**src/rtl/alu8_flags.sv**
```systemverilog
module alu8_flags #(
  parameter int W = 8
) (
  input  logic         clk,
  input  logic         rst,
  input  logic         op_en,
  input  logic [1:0]   op_sel,
  input  logic         dest_sel,
  input  logic [W-1:0] acc_in,
  input  logic [W-1:0] opnd_in,
  output logic [W-1:0] res_out,
  output logic         acc_we,
  output logic         file_we,
  output logic [7:0]   stat_out
);
  localparam int H = W / 2;
  localparam int NF = 5;
  localparam logic [1:0] OP_MOV = 2'b00;
  localparam logic [1:0] OP_CPL = 2'b01;
  localparam logic [1:0] OP_DEC = 2'b10;
  localparam logic [1:0] OP_ADD = 2'b11;
  localparam int B_C = 0, B_DC = 1, B_Z = 2, B_OV = 3, B_N = 4;

  logic [W-1:0] lhs, rhs;
  logic [W:0]   sum;
  logic [H:0]   lo_sum;
  logic         arith, ovf;
  logic [NF-1:0] flags;

  always_comb begin
    lhs = opnd_in;
    rhs = '0;
    if (op_sel == OP_ADD) begin
      lhs = acc_in;
      rhs = opnd_in;
    end else if (op_sel == OP_DEC) begin
      rhs = '1;
    end
  end

  assign sum    = {1'b0, lhs} + {1'b0, rhs};
  assign lo_sum = {1'b0, lhs[H-1:0]} + {1'b0, rhs[H-1:0]};
  assign arith  = op_sel[1];
  assign ovf    = (lhs[W-1] == rhs[W-1]) && (sum[W-1] != lhs[W-1]);

  always_comb begin
    case (op_sel)
      OP_MOV:  res_out = opnd_in;
      OP_CPL:  res_out = ~opnd_in;
      default: res_out = sum[W-1:0];
    endcase
  end

  assign acc_we  = op_en & ~dest_sel;
  assign file_we = op_en & dest_sel;

  always_ff @(posedge clk) begin
    if (rst) begin
      flags <= '0;
    end else if (op_en) begin
      flags[B_Z] <= (res_out == '0);
      flags[B_N] <= res_out[W-1];
      if (arith) begin
        flags[B_C]  <= sum[W];
        flags[B_DC] <= lo_sum[H];
        flags[B_OV] <= ovf;
      end
    end
  end

  assign stat_out = {{(8-NF){1'b0}}, flags};
endmodule

```
**config.mk**
```make
export PLATFORM = sky130hd
export DESIGN_NAME = alu8_flags
export DESIGN_NICKNAME = d
export VERILOG_FILES = /design/src/rtl/alu8_flags.sv
export SDC_FILE = /design/constraint.sdc
export NUM_CORES = 1
export LEC_CHECK = 0
export BUFFER_PORTS_ARGS = -buffer_cell sky130_fd_sc_hd__buf_2
export CORE_ASPECT_RATIO = 0.8
export CORE_MARGIN = 1.5
export CORE_UTILIZATION = 48
export CTS_CLUSTER_SIZE = 25
export DETAILED_ROUTE_END_ITERATION = 16
export GPL_TIMING_DRIVEN = 0
export PLACE_DENSITY = 0.8
export SYNTH_ARGS = -nofsm -noshare
export SYNTH_HDL_FRONTEND = slang
export SYNTH_SLANG_ARGS = --single-unit
```
**constraint.sdc**
```tcl
create_clock -name clk -period 3.6 [get_ports clk]
set_input_delay 0.72 -clock clk [delete_from_list [all_inputs] [get_ports clk]]
set_output_delay 0.72 -clock clk [all_outputs]
set_load 0.005 [all_outputs]
```
==> metrics.md <==
| Metric | Value |
|---|---|
| Status | finished clean |
| Drt first pass iters | 4 |
| I/O pin count | 40 |
| Starting Density | 51.31% |
| Initial antenna violation count | 0 |
| Gp weighted congestion | 0.8667 |
| Aggregate global routing overflow | 0 |
| Die H | 43.41 um |
| Nets | 206 |
| CTS Sinks | 5 |
| Antenna viol nets, final | 0 |
| Post-synth top flop | dfxtp_1 |
| Biggest regs | flags x5 |
| DIE WIDTH | 53.51 um |
| Buffers on Ports | 35 |
| Layout cells sized above 1 | 41.95% |
| Worst Slack Setup Final | 0.06333 ns |
| NetSw | 0.0001325 W |
| GRT Resource Usage Total | 22.37% |
| Avg Cell Area, Syn | 7.654 um2 |
| Diode count | 0 |
| Ranking of synthesized cells by area | dfxtp_1 (10%), ha_1 (10%), mux2_2 (9.2%), xnor2_1 (6.3%), a21oi_1 (6.1%) |
| Comb power frac | 62.3% |
| Startpoint Class | primary input |
| Crit share post-route | 98.24% |
| Setup CP Type | in -> out |
| Leakage | 0.6423 nW |
| DP HPWL | 1.992 mm |
| VDD IR-drop max | 0.0002015 V |
| Vias in the first global route | 909 |
| Layout Cell Area excl Fill | 1326 um2 |
| Num rows | 14 |
| Fill cells | 149 |
| Arrival time at the worst endpoint | 2.82 ns |
| Detailed-route via count | 1078 |
| RSZ-0062 raised after global routing | true |
| Fin. Hold Viols | 0 |
| Hold slack final | 0.4600 ns |
| CTS tree | built |
| Sequential area share after synthesis | 10.22% |
| Post-place setup slack | -0.2261 ns |
| Period minus WS final | 3.537 ns |
| Die area | 2323 um2 |
| Switching share of power | 38.89% |
| Largest net degree at the start of global routing | 11 |
| Max reg flops | 5 |
| Yosys top cell by area | dfxtp_1 |
| Most frequent CP cell | buf_2 |
| Reg2Reg Depth | 3 |
| Worst-path cell chain | buf_2 > buf_8 > nand2_8 > mux2_4 > ha_4 > inv_1 > fa_2 > nor2b_4 > o21ai_2 > or3b_1 > a31o_1 > buf_2 |
| Setup TNS | 0 ns |
| Layout area overhead | 35.38% |
| Yosys cell types | 45 |
| Post-synth ARST share | 0% |
| Clock Skew | 0 ns |
| PwrDens | 256.8 nW/um2 |
| Required time worst endpoint | 2.88 ns |
| Via/cell ratio | 5.444 |
| Worst hold path cell count | 2 |
| Synth Instances | 128 |
| Clock buffer depth | 2 |
| Clock power share | 19.9% |
| Root Buffer | clkbuf_4 |
| Total Wirelength | 2.643 mm |
| Max Transition Viols Final | 0 |
| CTS HTree Levels | 1 |
| Post-layout util | 69.46% |
| Synthesis warning total | 0 |
| Crit Path Max Fanout | 10 |
| Detailed-route DRC error count | 0 |
| Register bit total from synthesis | 5 |
| Internal power | 0.0002082 W |
| Slowest cell on crit path | or3b_1 |
| Number of synthesized flops with an enable pin | 0 |
| Worst Hold Class | reg -> reg |
| Core area | 1909 um2 |
| Most flop-heavy register | flags |
| Sequential share of power | 17.8% |
| Average wire per standard cell | 13.35 um |
| Crit end category | output pin |
| Top cell type's share of synthesized area | 10.22% |
| Drt initial violations | 15 |
| Fmax achieved | 0.2828 GHz |
| CTS clk-pin slew, worst paths | 0.04 ns |
| First-pass GRT wire length | 3.960 mm |
| Max cap viols | 0 |
| Clk_lat worst skew | 0.24 ns |
| Cell Area, Synth | 979.7 um2 |
| Placed inst area | 1192 um2 |
| Num CTS Buffers | 3 |
| CP max stage delay | 0.37 ns |
| Final setup fails | 0 |
-- layer usage --
| layer | vias up | wire, um | global-route usage, % |
|---|---|---|---|
| met5 | - | 0 | 0 |
| met4 | 0 | 0 | 0 |
| met3 | 0 | 120 | 3.103 |
| met2 | 34 | 1399 | 41.48 |
| met1 | 500 | 1122 | 29.12 |
| li1 | 544 | - | - |
-- Yosys cell counts (all sizes together) (3+ instances only) --
master  instances
nor2            9
mux2            8
a31o            3
o21a            5
xor2            5
nand2           6
a21oi          12
a211oi          3
xnor2           7
dfxtp           5
ha              8
inv            14
buf             6
o21ai           8
-- cell type report --
class / instances / area, um2 / area share (%)
plain buffers: 8 / 62.56 / 4.717
well taps: 24 / 30.03 / 2.264
flip-flops and latches: 5 / 100.1 / 7.547
clock buffers: 4 / 26.28 / 1.981
multi-input cells: 103 / 842.1 / 63.49
inverters: 14 / 52.55 / 3.962
repair buffers: 40 / 212.7 / 16.04
-- placed cells by master (no fill, tap or decap), types with 2 or more instances in the layout --
cell type	synthesis	final
a211oi_1	3	2
a21oi_1	12	11
and2_1	2	2
buf_2	2	35
buf_4	3	9
clkbuf_2	0	2
clkbuf_4	0	4
conb_1	1	3
dfxtp_1	5	5
ha_1	8	4
ha_2	0	2
ha_4	0	2
inv_1	14	14
mux2_2	8	7
nand2_1	5	5
nand2b_1	2	2
nand3_1	2	2
nor2_1	9	9
nor4_1	2	2
o21a_1	5	5
o21ai_0	5	5
o21ai_2	2	2
xnor2_1	7	7
xor2_1	5	5
-- critical path: cells and delay by family --
family                     cells  cell delay (ns)
AOI/OAI and AO/OA              2             0.38
adders and majority gates      2             0.40
buffers and inverters          4             0.49
and+or+nand+nor                3             0.50
muxes                          1             0.32
-- power by group through the flow --
stage,Clock [W],Combinational [W],Sequential (W)
2_1_floorplan,0,0.000129,0.0000619
3_5_place_dp,0,0.000185,0.0000615
3_3_place_gp,0,0.000180,0.0000614
6_report,0.0000678,0.000212,0.0000605
4_1_cts,0.0000672,0.000195,0.0000606
5_1_grt,0.0000732,0.000233,0.0000608
-- metrics by stage --
step                      cells  power (W)
after global placement      189  0.0002410
final                       198  0.0003407
after global routing        198  0.0003669
after detailed placement    189  0.0002468
after CTS                   194  0.0003223
after floorplan             130  0.0001907
-- path summary, 6_finish.rpt --
kind / from / slack, ns / endpoint
setup / recovery: op_sel[1] / 0.06 / res_out[4]
hold / removal: flags[3] / 0.46 / flags[3]
setup reg to reg: flags[4] / 2.95 / flags[4]
hold reg to reg: flags[3] / 0.46 / flags[3]
-- cells by family after synthesis --
kind of cell | synth area share (%)
mux | 10.22
fa+ha+maj | 12.26
xor+xnor | 10.73
compound gates | 27.59
simple gates | 18.01
buf+inv | 10.60
other cells | 0.3828
flops | 10.22
-- repair_timing --
item                                    4_1_cts  5_1_grt
setup buffers                                 1        4
endpoints found under the setup margin        4        3
pin swaps                                     1        4
gates resized for setup                       8        8
hold buffers                                  0        0
Power figures use the tool's default switching activity.
